### config.mk
export PLATFORM = sky130hd
export DESIGN_NAME = load_delay_pipe
export DESIGN_NICKNAME = d
export VERILOG_FILES = /design/src/rtl/ldp_pkg.sv /design/src/rtl/ldp_issue_fsm.sv /design/src/rtl/ldp_shift_pipe.sv /design/src/rtl/ldp_wb_arb.sv /design/src/rtl/load_delay_pipe.sv
export SDC_FILE = /design/constraint.sdc
export NUM_CORES = 1
export LEC_CHECK = 0
export ABC_CLOCK_PERIOD_IN_PS = 1300
export BUFFER_PORTS_ARGS = -buffer_cell sky130_fd_sc_hd__buf_2
export CAP_MARGIN = 20
export CORE_ASPECT_RATIO = 1.2
export CORE_MARGIN = 1
export CORE_UTILIZATION = 41
export DETAILED_ROUTE_END_ITERATION = 12
export PLACE_DENSITY = 0.73
export RECOVER_POWER = 100
export SLEW_MARGIN = 20
export SYNTH_ARGS = -nofsm -noshare
export SYNTH_HDL_FRONTEND = slang
export SYNTH_SLANG_ARGS = --single-unit
export TNS_END_PERCENT = 20
### constraint.sdc
create_clock -name clk -period 1.3 [get_ports clk]
set_clock_uncertainty 0.15 [all_clocks]
set_input_delay 0.065 -clock clk [delete_from_list [all_inputs] [get_ports clk]]
set_output_delay 0.065 -clock clk [all_outputs]
set_load 0.01 [all_outputs]
### src/rtl/ldp_pkg.sv
package ldp_pkg;
    typedef enum logic [1:0] {
        OP_NOP  = 2'b00,
        OP_LOAD = 2'b01,
        OP_MOVE = 2'b10,
        OP_RSVD = 2'b11
    } ldp_op_e;

    typedef enum logic {
        ST_ISSUE = 1'b0,
        ST_IDLE  = 1'b1
    } ldp_state_e;
endpackage

### src/rtl/ldp_issue_fsm.sv
module ldp_issue_fsm
    import ldp_pkg::*;
#(
    parameter int CNT_W = 4
) (
    input  logic             clk,
    input  logic             rst,
    input  logic             issue_valid,
    input  ldp_op_e          issue_op,
    input  logic [CNT_W-1:0] nop_cycles,
    output logic             busy,
    output logic             accept_load,
    output logic             accept_move
);
    localparam logic [CNT_W-1:0] ONE = CNT_W'(1);

    ldp_state_e       state_q, state_d;
    logic [CNT_W-1:0] remain_q;
    logic             long_nop;

    assign long_nop = issue_valid && (issue_op == OP_NOP) && (nop_cycles > ONE);

    // state register
    always_ff @(posedge clk) begin
        if (rst) state_q <= ST_ISSUE;
        else     state_q <= state_d;
    end

    // remaining idle cycles after the issue cycle
    always_ff @(posedge clk) begin
        if (rst)
            remain_q <= '0;
        else if (state_q == ST_ISSUE && long_nop)
            remain_q <= nop_cycles - ONE;
        else if (state_q == ST_IDLE)
            remain_q <= remain_q - ONE;
    end

    // transitions
    always_comb begin
        state_d = state_q;
        unique case (state_q)
            ST_ISSUE: if (long_nop) state_d = ST_IDLE;
            ST_IDLE:  if (remain_q == ONE) state_d = ST_ISSUE;
        endcase
    end

    // outputs
    always_comb begin
        busy        = 1'b0;
        accept_load = 1'b0;
        accept_move = 1'b0;
        unique case (state_q)
            ST_ISSUE: begin
                accept_load = issue_valid && (issue_op == OP_LOAD);
                accept_move = issue_valid && (issue_op == OP_MOVE);
            end
            ST_IDLE: busy = 1'b1;
        endcase
    end
endmodule

### src/rtl/ldp_shift_pipe.sv
module ldp_shift_pipe #(
    parameter int DEPTH  = 4,
    parameter int IDX_W  = 4,
    parameter int DATA_W = 32
) (
    input  logic              clk,
    input  logic              rst,
    input  logic              in_vld,
    input  logic [IDX_W-1:0]  in_idx,
    input  logic [DATA_W-1:0] in_data,
    output logic              out_vld,
    output logic [IDX_W-1:0]  out_idx,
    output logic [DATA_W-1:0] out_data
);
    logic              vld_q  [DEPTH];
    logic [IDX_W-1:0]  idx_q  [DEPTH];
    logic [DATA_W-1:0] data_q [DEPTH];

    for (genvar s = 0; s < DEPTH; s++) begin : g_stage
        if (s == 0) begin : g_head
            always_ff @(posedge clk) begin
                if (rst) vld_q[s] <= 1'b0;
                else     vld_q[s] <= in_vld;
                idx_q[s]  <= in_idx;
                data_q[s] <= in_data;
            end
        end else begin : g_body
            always_ff @(posedge clk) begin
                if (rst) vld_q[s] <= 1'b0;
                else     vld_q[s] <= vld_q[s-1];
                idx_q[s]  <= idx_q[s-1];
                data_q[s] <= data_q[s-1];
            end
        end
    end

    assign out_vld  = vld_q[DEPTH-1];
    assign out_idx  = idx_q[DEPTH-1];
    assign out_data = data_q[DEPTH-1];
endmodule

### src/rtl/ldp_wb_arb.sv
module ldp_wb_arb #(
    parameter int IDX_W  = 4,
    parameter int DATA_W = 32
) (
    input  logic              ld_req,
    input  logic [IDX_W-1:0]  ld_idx,
    input  logic [DATA_W-1:0] ld_data,
    input  logic              mv_req,
    input  logic [IDX_W-1:0]  mv_idx,
    input  logic [DATA_W-1:0] mv_data,
    output logic              ld_we,
    output logic [IDX_W-1:0]  ld_waddr,
    output logic [DATA_W-1:0] ld_wdata,
    output logic              mv_we,
    output logic [IDX_W-1:0]  mv_waddr,
    output logic [DATA_W-1:0] mv_wdata
);
    logic clash;

    assign clash    = ld_req && mv_req && (ld_idx == mv_idx);
    assign ld_we    = ld_req;
    assign ld_waddr = ld_idx;
    assign ld_wdata = ld_data;
    assign mv_we    = mv_req && !clash;
    assign mv_waddr = mv_idx;
    assign mv_wdata = mv_data;
endmodule

### src/rtl/load_delay_pipe.sv
module load_delay_pipe
    import ldp_pkg::*;
#(
    parameter int DELAY  = 4,
    parameter int IDX_W  = 4,
    parameter int DATA_W = 32,
    parameter int CNT_W  = 4
) (
    input  logic              clk,
    input  logic              rst,
    input  logic              issue_valid,
    input  logic [1:0]        issue_op,
    input  logic [IDX_W-1:0]  issue_dst,
    input  logic [IDX_W-1:0]  issue_src,
    input  logic [CNT_W-1:0]  nop_cycles,
    input  logic [DATA_W-1:0] mem_rdata,
    output logic              busy,
    output logic [IDX_W-1:0]  rf_raddr,
    input  logic [DATA_W-1:0] rf_rdata,
    output logic              ld_we,
    output logic [IDX_W-1:0]  ld_waddr,
    output logic [DATA_W-1:0] ld_wdata,
    output logic              mv_we,
    output logic [IDX_W-1:0]  mv_waddr,
    output logic [DATA_W-1:0] mv_wdata
);
    ldp_op_e           op;
    logic              acc_load, acc_move;
    logic              mat_vld;
    logic [IDX_W-1:0]  mat_idx;
    logic [DATA_W-1:0] mat_data;

    assign op       = ldp_op_e'(issue_op);
    assign rf_raddr = issue_src;

    ldp_issue_fsm #(.CNT_W(CNT_W)) u_fsm (
        .clk         (clk),
        .rst         (rst),
        .issue_valid (issue_valid),
        .issue_op    (op),
        .nop_cycles  (nop_cycles),
        .busy        (busy),
        .accept_load (acc_load),
        .accept_move (acc_move)
    );

    ldp_shift_pipe #(.DEPTH(DELAY), .IDX_W(IDX_W), .DATA_W(DATA_W)) u_pipe (
        .clk      (clk),
        .rst      (rst),
        .in_vld   (acc_load),
        .in_idx   (issue_dst),
        .in_data  (mem_rdata),
        .out_vld  (mat_vld),
        .out_idx  (mat_idx),
        .out_data (mat_data)
    );

    ldp_wb_arb #(.IDX_W(IDX_W), .DATA_W(DATA_W)) u_arb (
        .ld_req   (mat_vld),
        .ld_idx   (mat_idx),
        .ld_data  (mat_data),
        .mv_req   (acc_move),
        .mv_idx   (issue_dst),
        .mv_data  (rf_rdata),
        .ld_we    (ld_we),
        .ld_waddr (ld_waddr),
        .ld_wdata (ld_wdata),
        .mv_we    (mv_we),
        .mv_waddr (mv_waddr),
        .mv_wdata (mv_wdata)
    );
endmodule

==> metrics, run 1 <==
CP arrival 1.60 ns; synthesis-to-finish area growth 44.71%; layout cells sized above 1 21.84%; Worst setup EP type output pin; Yosys cell types 25; final core occ 61.79%; Total GRT Usage 13.52%; Yosys top cell area share 82.42%; slew of the pin with the lowest slew margin 0.3600 ns; fin area 5378 um^2; vias after detailed routing 2049; CTS buffer count 17; Initial DRT Pass Iterations 4; Total Wirelength 6059 um; initial antenna violation count 0; area leader, netlist dfxtp_1; Area after DPL 4033 um^2; Placement Setup Slack -0.2212 ns; H-tree depth 4; Std-Cell Rows 37; Final Power 10190 uW; crit share post-route 139.5%; Initial Utilization 42.70%; post-synthesis async set-or-reset flop share 0%; Clock transition at path regs 0.06 ns; DR vias/cell 3.940; total grt overflow 0; Peak supply drop 0.0007945 V; core area 8703 um^2; largest net degree at the start of global routing 17; CP Class flip-flop to output pin; Hold WS 0.03766 ns; top cells by count, synth dfxtp_1 (153), buf_4 (40), xor2_1 (5); fin crit period 1.813 ns; CTS sink cnt 153; DP Wirelength 3293 um; clk root buf clkbuf_8; count of buffers from port buffering 87; failing checks setup timing; Synth Instances 239; post-synthesis register bit count 153; Final Hold Violating Endpoints 0; Clock Latency Late Sink 0.51 ns; Die Width 88.91 um; crit path launch type flip-flop; metal2 WL 3258 um; DRC viols 0; P_leak 0.002302 uW; Top Ports 160; Top FF cell, synth dfxtp_1; CTS Buffer Depth 2; Synth Warn # 0; ANT nets after route 0; run status finished with violations; Syn Nets 324; antenna cells 0; Req. time, crit path 1.09 ns; Max Fanout on Critical Path 2; final setup fails 7; TritonCTS clock tree built; post-DR wirelength/cell 11.65 um; max-slew violation count 0; Area contributors post-synth dfxtp_1 (82%), buf_4 (8.1%), ha_1 (1.3%); Max Used Layer met4; most frequent cell after synthesis dfxtp_1; Syn Area/Cell 15.55 um^2; Met3 Routed Length 360 um; met1 WL 2354 um; die footprint 9450 um^2; Hold Crit Class input pin to flip-flop; RSZ-0062 raised after global routing true; Final nets 475; register area share after synthesis 82.42%; Max Cap Viol 0; first-pass GRT wire length 8956 um; Die Ht 106.3 um; Starting DRT DRC Count 36; setup ws final -0.5134 ns; number of flops mapped to enable cells by yosys 0; post-synthesis cell area 3716 um^2; max frequency 0.5514 GHz; Max-slew headroom 76.00%; P per Cell Area 1895 nW/um^2; RD Place Congestion 0.6720; vias in the first global route 2026
## cell usage in the layout (no fill, tap or decap), types with 5 or more instances in the layout
cell type	Yosys	routed
xor2_1	5	5
buf_4	40	5
clkbuf_16	0	16
dfxtp_1	153	151
buf_2	0	42
dlygate4sd3_1	0	80
clkbuf_1	1	43
## through the flow
stage | cells | TNS (ns)
2_1_floorplan | 239 | 0
3_3_place_gp | 407 | -0.2999
3_5_place_dp | 407 | -0.6741
4_1_cts | 519 | -1.420
5_1_grt | 520 | -1.789
6_report | 520 | -1.311
## layout make-up
type,count,area [um^2]
Multi-Input combinational cell,41,336.6
Timing Repair Buffer,173,1232
Clock inverter,15,167.7
Fill cell,684,3326
Sequential cell,153,3065
Clock buffer,17,414.1
Tap cell,117,146.4
Inverter,4,15.01
## timing repair
action | 4_1_cts | 5_1_grt
buffers inserted | 0 | 0
endpoints found under the setup margin | 3 | 8
pin swaps | 1 | 3
endpoints found under the hold margin | 81 | 1
hold buffers | 80 | 1
resized for setup | 0 | 3
cloned | 0 | 0
## power by group
group          internal, uW  switching (uW)  total (uW)
clock                  2770            1890        4660
combinational           301             218         520
sequential             4940            65.5        5010
## kinds of logic after synthesis
family,after synthesis,share of synthesized area [%]
flops,153,82.42
buf+inv,45,8.586
simple gates,19,3.233
compound gates,8,1.953
xor+xnor,8,1.886
fa+ha+maj,4,1.347
mux,2,0.5724
## metal layers
metal  GRT usage [%]  vias up
met3           5.435        9
met4           8.641        0
met1           13.21      939
met2           23.13       77
li1                -     1024
met5               0        -
## flip-flops by register name (all words and copies together), names as in the netlist
register / cells
u_pipe.idx_q: 16
u_fsm.state_q: 1
u_pipe.data_q: 128
u_pipe.vld_q: 4
u_fsm.remain_q: 4
## final timing paths
| check | from | endpoint | slack [ns] | cells past startpoint |
|---|---|---|---|---|
| worst max register to register | u_fsm.remain_q[0] | u_fsm.remain_q[2] | -0.04 | 5 |
| worst max-delay path | u_fsm.state_q | mv_we | -0.51 | 3 |
| worst min-delay path | mem_rdata[10] | u_pipe.data_q[0][10] | 0.04 | 2 |
| worst min register to register | u_pipe.data_q[1][28] | u_pipe.data_q[2][28] | 0.17 | 0 |
## worst max-delay path, cell delays in order (launching register included)
cell and delay, ns:
dfxtp_1 0.31, or4bb_1 0.48, a31oi_1 0.15, buf_2 0.15
No activity file was read; power rests on OpenSTA's default activity.
==> run 2, diff against run 1 <==
--- a/config.mk
+++ b/config.mk
@@ -9,10 +9,10 @@
 export BUFFER_PORTS_ARGS = -buffer_cell sky130_fd_sc_hd__buf_2
 export CAP_MARGIN = 20
 export CORE_ASPECT_RATIO = 1.2
-export CORE_MARGIN = 1
-export CORE_UTILIZATION = 41
+export CORE_UTILIZATION = 43
+export CTS_BUF_LIST = sky130_fd_sc_hd__clkbuf_8
 export DETAILED_ROUTE_END_ITERATION = 12
-export PLACE_DENSITY = 0.73
+export PLACE_DENSITY = 0.76
 export RECOVER_POWER = 100
 export SLEW_MARGIN = 20
 export SYNTH_ARGS = -nofsm -noshare
==> metrics, run 2 (synthesis results as in run 1) <==
fin crit period 1.777 ns; run status finished with violations; most common cell after layout, fill and taps aside dfxtp_1; CP Class flip-flop to output pin; vias in the first global route 2090; total grt overflow 0; Largest Register u_pipe.data_q; Top Ports 160; Req. time, crit path 1.09 ns; Initial DRT Pass Iterations 4; P per Cell Area 1762 nW/um^2; Placement Setup Slack -0.2278 ns; Reg2Reg Depth 5; first-pass GRT wire length 9494 um; Clock transition at path regs 0.08 ns; antenna cells 0; CP bufs+invs 1; Starting DRT DRC Count 52; ANT nets after route 0; Final nets 476; crit share post-route 136.7%; max frequency 0.5627 GHz; Total Wirelength 6458 um; Hold Crit Class input pin to flip-flop; Total GRT Usage 14.72%; failing checks setup timing; Post-Layout Cell Count 518; Std-Cell Rows 36; CP max stage cell or4bb_4; crit path launch type flip-flop; CP Depth 3; CTS sink cnt 153; critical-path cell list or4bb_4, a31oi_1, buf_2; DR vias/cell 4.031; RSZ-0062 raised after global routing true; Clock Latency Late Sink 0.42 ns; setup ws final -0.4771 ns; vias after detailed routing 2088; Placed Cells 404; Die Width 86.86 um; core area 8243 um^2; largest net degree at the start of global routing 17; synthesis-to-finish area growth 40.84%; DP Wirelength 3241 um; Initial Utilization 45.08%; Max Cap Viol 0; max reg flops 128; H-tree depth 4; Worst setup EP type output pin; Final Hold Violating Endpoints 0; Max-slew headroom 74.04%; initial antenna violation count 0; clk root buf clkbuf_8; count of buffers from port buffering 87; CP delay by family, top simple AND/OR/NAND/NOR gates; registers with the most flip-flops u_pipe.data_q x128, u_pipe.idx_q x16; Final Power 9221 uW; Max Fanout on Critical Path 2; die footprint 9019 um^2; CP arrival 1.56 ns; delay of the slowest critical-path stage 0.53 ns; max-slew violation count 0; Hold Path Cell Cnt 5; CTS buffer count 17; RD Place Congestion 0.8053; final setup fails 2; slew of the pin with the lowest slew margin 0.3894 ns; Hold WS 0.03425 ns; Peak supply drop 0.0006653 V; CTS Buffer Depth 2; DRC viols 0; TritonCTS clock tree built; P_leak 0.002244 uW; Die Ht 103.8 um; layout cells sized above 1 21.04%; post-DR wirelength/cell 12.47 um; most frequent cells in the layout dfxtp_1 (151), dlygate4sd3_1 (78), clkbuf_1 (47)
run 2: timing repair:
action / 4_1_cts / 5_1_grt
setup endpoints to repair: 3 / 8
buffers inserted: 0 / 0
gates resized for setup: 1 / 8
hold buffers: 81 / 1
endpoints found under the hold margin: 81 / 1
pin swaps: 1 / 2
run 2: per-layer routing:
| metal | GRT usage, % | vias to the layer above | part of all wire (%) |
|---|---|---|---|
| li1 | - | 1023 | - |
| met3 | 5.737 | 14 | 5.9 |
| met1 | 13.61 | 964 | 35 |
| met2 | 26.66 | 87 | 57 |
| met5 | 0 | - | 0 |
| met4 | 8.333 | 0 | 2.1 |
run 2: where the power goes:
| part | switching, uW | internal [uW] | total (uW) |
|---|---|---|---|
| combinational | 234 | 303 | 537 |
| sequential | 65.5 | 4940 | 5000 |
| clock | 1660 | 2020 | 3680 |
| total | 1960 | 7260 | 9220 |
run 2: worst reg2reg max path, stage by stage, from the launching register on:
cell and delay, ns:
dfxtp_1 0.34, inv_1 0.06, ha_1 0.19, xnor2_1 0.14
a221oi_2 0.26, o31a_1 0.16
run 2: final timing paths:
check / to / from / slack [ns]
setup / recovery: mv_we / u_fsm.state_q / -0.48
hold / removal: u_fsm.remain_q[0] / nop_cycles[3] / 0.03
setup reg to reg: u_fsm.remain_q[2] / u_fsm.remain_q[1] / -0.06
hold reg to reg: u_pipe.idx_q[3][1] / u_pipe.idx_q[2][1] / 0.17
run 2: per-stage QoR:
| step | area (um^2) | utilization [%] | TNS (ns) |
|---|---|---|---|
| after floorplan | 3717 | - | 0 |
| after global placement | 4029 | 48.88 | -0.2629 |
| after detailed placement | 4029 | 48.88 | -0.7224 |
| after CTS | 5273 | 63.96 | -0.9444 |
| after global routing | 5234 | 63.49 | -0.7323 |
| final | 5234 | 63.49 | -0.5345 |
run 2: final cells by class:
class	count	area [um^2]
Clock buffer	19	261.5
Clock inverter	13	165.2
Fill cell	667	3009
Inverter	4	15.01
Multi-Input combinational cell	41	349.1
Sequential cell	153	3065
Tap cell	114	142.6
Timing Repair Buffer	174	1235
